`src/rtl/sys_reset_seq.sv`:
```
module sys_reset_seq #(
  parameter int POR_CYC     = 20,
  parameter int PIN_CYC     = 12,
  parameter int BOR_CYC     = 16,
  parameter int WDT_CYC     = 8,
  parameter int PIN_MIN_CYC = 5
) (
  input  logic       clk,
  input  logic       supply_ok,
  input  logic       bor_low,
  input  logic       bor_en,
  input  logic       ext_rst_n,
  input  logic       wdt_expire,
  output logic       sys_rst_n,
  output logic       core_halt,
  output logic       analog_lp_req,
  output logic       io_tristate,
  output logic [3:0] rst_cause
);

  localparam int MAX_A = (POR_CYC > PIN_CYC) ? POR_CYC : PIN_CYC;
  localparam int MAX_B = (BOR_CYC > WDT_CYC) ? BOR_CYC : WDT_CYC;
  localparam int MAX_D = (MAX_A > MAX_B) ? MAX_A : MAX_B;
  localparam int CNT_W = $clog2(MAX_D + 1);
  localparam int LOW_W = $clog2(PIN_MIN_CYC + 1);

  localparam logic [CNT_W-1:0] POR_LAST = CNT_W'(POR_CYC - 1);
  localparam logic [CNT_W-1:0] PIN_LAST = CNT_W'(PIN_CYC - 1);
  localparam logic [CNT_W-1:0] BOR_LAST = CNT_W'(BOR_CYC - 1);
  localparam logic [CNT_W-1:0] WDT_LAST = CNT_W'(WDT_CYC - 1);
  localparam logic [LOW_W-1:0] LOW_MIN  = LOW_W'(PIN_MIN_CYC);

  localparam logic [3:0] SRC_POR = 4'b0001;
  localparam logic [3:0] SRC_PIN = 4'b0010;
  localparam logic [3:0] SRC_BOR = 4'b0100;
  localparam logic [3:0] SRC_WDT = 4'b1000;

  logic [1:0]       por_sync;
  logic [1:0]       pin_sync;
  logic [1:0]       bor_sync;
  logic [LOW_W-1:0] lowcnt;
  logic             active;
  logic [3:0]       src;
  logic [CNT_W-1:0] cnt;
  logic [CNT_W-1:0] dur_last;
  logic [3:0]       new_src;
  logic             trig;

  always_ff @(posedge clk or negedge supply_ok)
    if (!supply_ok) por_sync <= 2'b00;
    else            por_sync <= {por_sync[0], 1'b1};

  wire por_ok = por_sync[1];

  always_ff @(posedge clk or negedge por_ok)
    if (!por_ok) begin
      pin_sync <= 2'b11;
      bor_sync <= 2'b00;
    end else begin
      pin_sync <= {pin_sync[0], ext_rst_n};
      bor_sync <= {bor_sync[0], bor_low};
    end

  wire pin_s    = pin_sync[1];
  wire bor_s    = bor_sync[1];
  wire pin_qual = (lowcnt == LOW_MIN);
  wire pin_hold = !pin_s && pin_qual;
  wire pin_rise = pin_s && pin_qual;
  wire bor_hold = bor_en && bor_s;

  always_ff @(posedge clk or negedge por_ok)
    if (!por_ok)     lowcnt <= '0;
    else if (pin_s)  lowcnt <= '0;
    else if (!pin_qual) lowcnt <= lowcnt + 1'b1;

  always_comb begin
    trig    = 1'b1;
    new_src = SRC_WDT;
    if (bor_hold)                  new_src = SRC_BOR;
    else if (pin_hold || pin_rise) new_src = SRC_PIN;
    else if (wdt_expire)           new_src = SRC_WDT;
    else                           trig    = 1'b0;
  end

  always_comb
    case (src)
      SRC_PIN: dur_last = PIN_LAST;
      SRC_BOR: dur_last = BOR_LAST;
      SRC_WDT: dur_last = WDT_LAST;
      default: dur_last = POR_LAST;
    endcase

  always_ff @(posedge clk or negedge por_ok)
    if (!por_ok) begin
      active    <= 1'b1;
      src       <= SRC_POR;
      cnt       <= '0;
      rst_cause <= SRC_POR;
    end else if (trig) begin
      active    <= 1'b1;
      src       <= new_src;
      cnt       <= '0;
      rst_cause <= new_src;
    end else if (active) begin
      if (cnt == dur_last) active <= 1'b0;
      else                 cnt    <= cnt + 1'b1;
    end

  assign sys_rst_n     = !active;
  assign core_halt     = active;
  assign analog_lp_req = !pin_s;
  assign io_tristate   = active || !pin_s;

  p_cause_onehot_r10: assert property (@(posedge clk) disable iff (!por_ok)
    $countones(rst_cause) == 1);

  p_bor_hold_r5: assert property (@(posedge clk) disable iff (!por_ok)
    bor_hold |=> (!sys_rst_n && rst_cause == SRC_BOR));

  p_pin_hold_r3: assert property (@(posedge clk) disable iff (!por_ok)
    (pin_hold && !bor_hold) |=> (!sys_rst_n && rst_cause == SRC_PIN));

  p_short_pin_r2: assert property (@(posedge clk) disable iff (!por_ok)
    (pin_s && lowcnt != '0 && !pin_qual && !bor_hold && !wdt_expire && !active)
      |=> sys_rst_n);

  p_wdt_restart_r7: assert property (@(posedge clk) disable iff (!por_ok)
    (wdt_expire && !bor_hold && !pin_hold && !pin_rise)
      |=> (!sys_rst_n && rst_cause == SRC_WDT && cnt == '0));

  p_release_r8: assert property (@(posedge clk) disable iff (!por_ok)
    $rose(sys_rst_n) |-> ($past(cnt) == $past(dur_last)));

  p_cnt_bound_r8: assert property (@(posedge clk) disable iff (!por_ok)
    active |-> (cnt <= dur_last));

endmodule

```
`config.mk`:
```
export PLATFORM = sky130hd
export DESIGN_NAME = sys_reset_seq
export DESIGN_NICKNAME = d
export VERILOG_FILES = /design/src/rtl/sys_reset_seq.sv
export SDC_FILE = /design/constraint.sdc
export NUM_CORES = 1
export LEC_CHECK = 0
export BUFFER_PORTS_ARGS = -buffer_cell sky130_fd_sc_hd__buf_2
export CORE_UTILIZATION = 40
export CTS_BUF_LIST = sky130_fd_sc_hd__clkbuf_8 sky130_fd_sc_hd__clkbuf_16
export CTS_CLUSTER_DIAMETER = 120
export CTS_CLUSTER_SIZE = 28
export DETAILED_ROUTE_END_ITERATION = 7
export PLACE_DENSITY = 0.6
export SLEW_MARGIN = 10
export SYNTH_ARGS = -nofsm -noshare
export SYNTH_HDL_FRONTEND = slang
export SYNTH_SLANG_ARGS = --single-unit
```
`constraint.sdc`:
```
create_clock -name clk -period 1 [get_ports clk]
set_clock_uncertainty 0.2 [all_clocks]
set_input_delay 0.05 -clock clk [delete_from_list [all_inputs] [get_ports clk]]
set_output_delay 0.05 -clock clk [all_outputs]
set_load 0.01 [all_outputs]
```
==> results.json, run 1 <==
{
  "outcome": "complete, but fails checks",
  "failed_checks": "negative hold slack, negative setup slack",
  "final_cells": 160,
  "grt_use_met3_pct": 4.05,
  "worst_ep_required_time_ns": 0.95,
  "gp_congestion": 0.769,
  "drv_slew": 0,
  "numCtsBuffers": 3,
  "dp_hpwl_um": 1390,
  "synthesis.nets": 93,
  "hold_viol": 15,
  "clock.fmax_ghz": 0.561,
  "fin_nets": 143,
  "synth.top_cells.by_count": "15 x dfrtp_1, 15 x nand2_1, 9 x nor2_1",
  "cp_max_fo": 5,
  "synth-edff-count": 0,
  "crit_path_start_kind": "flop",
  "die_w_um": 49.2,
  "yosysSeqAreaShare_pct": 54.0,
  "clock-sinks": 19,
  "via_per_inst": 4.97,
  "rows": 16,
  "htree_levels": 1,
  "async_reset_ff_share_pct": 100,
  "area_growth_pct": 65.8,
  "overflow": 0,
  "dp_worst_setup_slack_ns": -0.743,
  "worstSkewPairLatency_ns": 0.26,
  "crit_buf_inv": 0,
  "critPathMaxStageDelay_ns": 0.60,
  "die_h_um": 49.2,
  "setup_viol": 21,
  "maxCapViolations": 0,
  "portBuffers": 13,
  "cts_hold_buffers": 4,
  "vias": 795,
  "p_leak_nw": 0.688,
  "synth.distinct_cells": 31,
  "numPlacedInstances": 143,
  "die_area_sq_um": 2420,
  "critPathTopFamily": "compound AO/OA/AOI/OAI gates",
  "tns_ns": -9.01,
  "pwr_density_cell_nw_per_um2": 1190,
  "worstHoldPathType": "reg -> async",
  "clk_path_buf_depth": 2,
  "synth_ff_type": "dfrtp_1",
  "grtUsageMet2_pct": 37.4,
  "grt_max_degree": 13,
  "synthCells": 84,
  "cts_tree": "yes",
  "ys_warn_count": 0,
  "period_share_pct": 178,
  "critical_path_class": "reg -> reg",
  "synth_top_area_share_pct": 42.2,
  "synth_area_leader_cell": "dfrtp_1",
  "vdd_ir_drop_max_v": 0.00118,
  "layout_setup_ws_ns": -0.782,
  "drive_gt1_share_pct": 56.4,
  "synth-seq-cells": 19,
  "grt.busiest_layer": "met2",
  "drt_wl_total_um": 2170,
  "diodes": 0,
  "cp_data_arrival_time_ns": 1.73,
  "drt-wirelength-per-cell_um": 13.6,
  "use_met1_pct": 22.8,
  "core_area_sq_um": 2020,
  "netlist_area_sq_um": 890,
  "grt_pass1_wl_um": 3600,
  "drc_errors": 0,
  "path_clk_slew_ns": 0.07,
  "p_total_w": 0.00176,
  "grt_pass1_vias": 837,
  "io_pins": 14,
  "period_needed_ns": 1.78,
  "cts_root_buf": "clkbuf_8",
  "holdWs_ns": -0.0478,
  "grt_usage_pct": 20.1,
  "critPathCaptureType": "flop",
  "rsz0062_at_grt": "true",
  "cp_cell_sequence": "nor4b_2 -> a32oi_1 -> a32o_2 -> a31oi_1 -> a41o_2",
  "cpMaxStageDelayCell": "dfstp_2",
  "start_util_pct": 44.0,
  "synth_area_leaders": "dfrtp_1 42%, dfstp_2 12%, nand2_1 6.3%",
  "antenna_found_initial": 0,
  "ant_nets": 0,
  "postSynthAreaPerCell_sq_um": 10.6,
  "dr.pass1.iters": 4,
  "drtIter0Drc": 7
}
[worst reg2reg max path, cell delays in order, from the launching register on]
cell	delay, ns
dfstp_2	0.60
nor4b_2	0.07
a32oi_1	0.20
a32o_2	0.27
a31oi_1	0.11
a41o_2	0.24
[layout make-up]
type | instances | area, sq um
clock buffer | 3 | 41.3
inverter | 5 | 21.3
tap | 27 | 33.8
multi-input combinational | 60 | 497
clock inverter | 1 | 5.00
fill | 155 | 547
sequential | 19 | 484
timing repair buffer | 45 | 393
[power by group]
group / total (W) / switching, W / internal, W
combinational: 0.000366 / 0.000156 / 0.000211
sequential: 0.000862 / 0.0000465 / 0.000816
clock: 0.000533 / 0.000256 / 0.000277
[layer usage]
layer  share of wire [%]  wire, um
met2                  53      1160
met4                0.78        17
met3                 2.7        59
met1                  43       935
met5                   0         0
[sequential cells by signal, indices dropped and copies added, names as in the netlist]
name / count
cnt: 5
src: 4
lowcnt: 3
bor_sync: 2
pin_sync: 2
por_sync: 2
core_halt: 1
[cell families after synthesis]
family | Yosys count | synth area share, %
buffers and inverters | 5 | 2.11
other | 1 | 0.422
xor gates and xnor gates | 4 | 3.94
adders and majority gates | 3 | 4.22
AOI/OAI and AO/OA | 13 | 12.8
and+or+nand+nor | 36 | 19.1
DFF | 19 | 54.0
muxes | 3 | 3.38
[path summary, 6_finish.rpt]
kind | startpoint | endpoint | slack (ns) | depth (start not counted)
min in group clk | wdt_expire | src[1]$_DFFE_PN0N_ | -0.05 | 3
max in group asynchronous | supply_ok | por_sync[0]$_DFF_PN0_ | 0.04 | 3
worst min-delay path | por_sync[1]$_DFF_PN0_ | cnt[3]$_DFFE_PN0P_ | -0.05 | 1
worst min register to register | por_sync[1]$_DFF_PN0_ | cnt[3]$_DFFE_PN0P_ | -0.05 | 1
worst max register to register | src[0]$_DFFE_PN1N_ | cnt[2]$_DFFE_PN0P_ | -0.78 | 5
worst max-delay path | src[0]$_DFFE_PN1N_ | cnt[2]$_DFFE_PN0P_ | -0.78 | 5
[timing repair]
action / in CTS / in global routing
gates cloned: 0 / 0
pin swaps: 9 / 6
endpoints found under the hold margin: 10 / 5
setup buffers: 5 / 6
gates resized for setup: 18 / 13
endpoints found under the setup margin: 21 / 21
[placed cells by master (no fill, tap or decap), types with 2 or more instances in the layout]
cell type / netlist / routed
dfstp_2: 4 / 4
a211o_1: 2 / 2
inv_2: 0 / 2
ha_4: 0 / 2
buf_4: 0 / 19
dlygate4sd3_1: 0 / 4
dfrtp_1: 15 / 12
buf_6: 0 / 16
nand2_1: 15 / 11
nor2_2: 0 / 2
nor2_1: 9 / 6
clkbuf_8: 0 / 3
nand2_2: 0 / 3
dfrtp_2: 0 / 3
inv_1: 5 / 2
buf_2: 0 / 6
nand2b_1: 2 / 2
mux2i_1: 3 / 3
[per-stage QoR]
stage | area (sq um) | util (%)
5_1_grt | 1480 | 73.0
6_report | 1480 | 73.0
3_5_place_dp | 1190 | 59.0
4_1_cts | 1390 | 68.6
2_1_floorplan | 951 | -
3_3_place_gp | 1190 | 59.0
Power figures use the tool's default switching activity.
==> run 2: changes to the inputs <==
- CELL_PAD_IN_SITES_DETAIL_PLACEMENT: unset -> 1
- CELL_PAD_IN_SITES_GLOBAL_PLACEMENT: unset -> 1
- PLACE_DENSITY: 0.6 -> 0.73
==> results.json, run 2 (same netlist as run 1, synthesis figures left out) <==
{
  "maxCapViolations": 0,
  "grt_max_degree": 18,
  "grt_pass1_wl_um": 4530,
  "cpMaxStageDelayCell": "dfstp_2",
  "start_util_pct": 44.0,
  "drive_gt1_share_pct": 58.3,
  "die_area_sq_um": 2420,
  "r2r-end": "cnt[3]$_DFFE_PN0P_",
  "drtIter0Drc": 12,
  "largest-register": "cnt",
  "fin_nets": 142,
  "hp-start": "wdt_expire",
  "critPathCaptureType": "flop",
  "period_share_pct": 189,
  "clock-sinks": 19,
  "cp_cell_sequence": "a21oi_1 -> a211o_1 -> a32o_2 -> nand3_2 -> mux2i_1",
  "multi_input_area_sq_um": 542,
  "outcome": "complete, but fails checks",
  "numPlacedInstances": 141,
  "io_pins": 14,
  "die_w_um": 49.2,
  "largest_register_ffs": 5,
  "gp_congestion": 0.783,
  "dp_hpwl_um": 1610,
  "hold_viol": 1,
  "holdPathStages": 3,
  "path_clk_slew_ns": 0.08,
  "drt-wirelength-per-cell_um": 23.8,
  "crit_path_start_kind": "flop",
  "nFillCells": 183,
  "cts_root_buf": "clkbuf_8",
  "htree_levels": 1,
  "critPathTopFamily": "compound AO/OA/AOI/OAI gates",
  "rows": 16,
  "reg2reg_slack_ns": -0.89,
  "pwr-share-seq_pct": 46.7,
  "worstHoldPathType": "in -> reg",
  "portBuffers": 13,
  "rr_worst_depth": 5,
  "final_cells": 159,
  "rsz0062_at_grt": "true",
  "largestRegisters": "cnt x5, src x4, lowcnt x3",
  "critical_path_class": "reg -> reg",
  "failed_checks": "negative hold slack, negative setup slack",
  "p_leak_nw": 0.692,
  "placed_cell_area_sq_um": 1190,
  "setup_viol": 21,
  "diodes": 0,
  "grt_usage_pct": 25.5,
  "clkPwrFrac_pct": 31.1,
  "clock.fmax_ghz": 0.529,
  "area.sequential_sq_um": 484,
  "clk_path_buf_depth": 2,
  "crit_buf_inv": 0,
  "swShare_pct": 30.0,
  "pwr_density_cell_nw_per_um2": 1220,
  "dr.pass1.iters": 4,
  "cp_max_fo": 5,
  "period_needed_ns": 1.89,
  "overflow": 0,
  "p_total_w": 0.00188,
  "area_growth_pct": 72.3,
  "vias": 879,
  "layout_setup_ws_ns": -0.892,
  "antenna_found_initial": 0,
  "whs_endpoint": "src[1]$_DFFE_PN0N_",
  "holdWs_ns": -0.0347,
  "crit_cells": 5,
  "drc_errors": 0,
  "critPathMaxStageDelay_ns": 0.61,
  "numCtsBuffers": 3,
  "mostFrequentLayoutCells": "19 x buf_4, 12 x dfrtp_1, 12 x buf_6, 11 x nand2_1, 6 x buf_2",
  "grt_pass1_vias": 900,
  "cp_data_arrival_time_ns": 1.87,
  "rr_startpoint": "src[0]$_DFFE_PN1N_",
  "final_common_cell": "buf_4",
  "worstSkewPairLatency_ns": 0.27,
  "via_per_inst": 5.53,
  "vdd_ir_drop_max_v": 0.00127,
  "cts_tree": "yes",
  "pwr-share-comb_pct": 22.3,
  "post-route-cell-area_sq_um": 1530,
  "p_sw_w": 0.000564,
  "drv_slew": 0,
  "core_area_sq_um": 2020,
  "worst_ep_required_time_ns": 0.98,
  "die_h_um": 49.2,
  "drt_wl_total_um": 3790,
  "final_util_pct": 75.8,
  "p_int_w": 0.00131,
  "ant_nets": 0
}
run 2: per-stage QoR:
step                TNS [ns]  worst slack, ns
floorplan              -5.29           -0.689
global placement       -6.67           -0.750
detailed placement     -7.32           -0.804
CTS                    -9.31           -0.800
global route          -11.43           -0.915
finish                -10.73           -0.892
run 2: what timing repair did:
item	in CTS	in global routing
hold buffers	4	1
endpoints found under the hold margin	7	3
pin swaps	6	7
endpoints found under the setup margin	21	23
resized for setup	9	25
setup buffers	5	5
run 2: worst max path at each step:
stage	startpoint	to	slack (ns)
finish	src[0]$_DFFE_PN1N_	cnt[3]$_DFFE_PN0P_	-0.89
global route	src[0]$_DFFE_PN1N_	cnt[3]$_DFFE_PN0P_	-0.92
CTS	src[0]$_DFFE_PN1N_	cnt[2]$_DFFE_PN0P_	-0.80
detailed placement	src[2]$_DFFE_PN0N_	cnt[2]$_DFFE_PN0P_	-0.80
global placement	src[2]$_DFFE_PN0N_	cnt[2]$_DFFE_PN0P_	-0.75
floorplan	src[0]$_DFFE_PN1N_	cnt[0]$_DFFE_PN0P_	-0.69
run 2: power groups by stage:
stage / Clock, W / Sequential (W) / Combinational (W)
after floorplan: 0 / 0.000887 / 0.000123
after global placement: 0 / 0.000874 / 0.000252
after detailed placement: 0 / 0.000878 / 0.000266
after CTS: 0.000570 / 0.000863 / 0.000314
after global routing: 0.000615 / 0.000878 / 0.000443
final: 0.000583 / 0.000875 / 0.000417
run 2: worst min-delay path, cell delays in order:
cell and delay (ns):
buf_2 0.15, or2b_1 0.14, a21boi_2 0.06
run 2: metal layers:
layer  vias to the layer above  global-route usage [%]  share of wire, %
li1                        384                       -                 -
met1                       444                    30.2                40
met2                        30                    45.7                51
met3                        21                    5.30               3.7
met4                         0                    7.84               5.6
met5                         -                       0                 0
run 2: cell type report:
| class | count | share of cell area [%] |
|---|---|---|
| clock buffers | 3 | 2.69 |
| clock inverters | 1 | 0.490 |
| inverters | 5 | 1.39 |
| multi-input cells | 60 | 35.3 |
| flip-flops and latches | 19 | 31.6 |
| well taps | 27 | 2.20 |
| repair buffers | 44 | 26.3 |
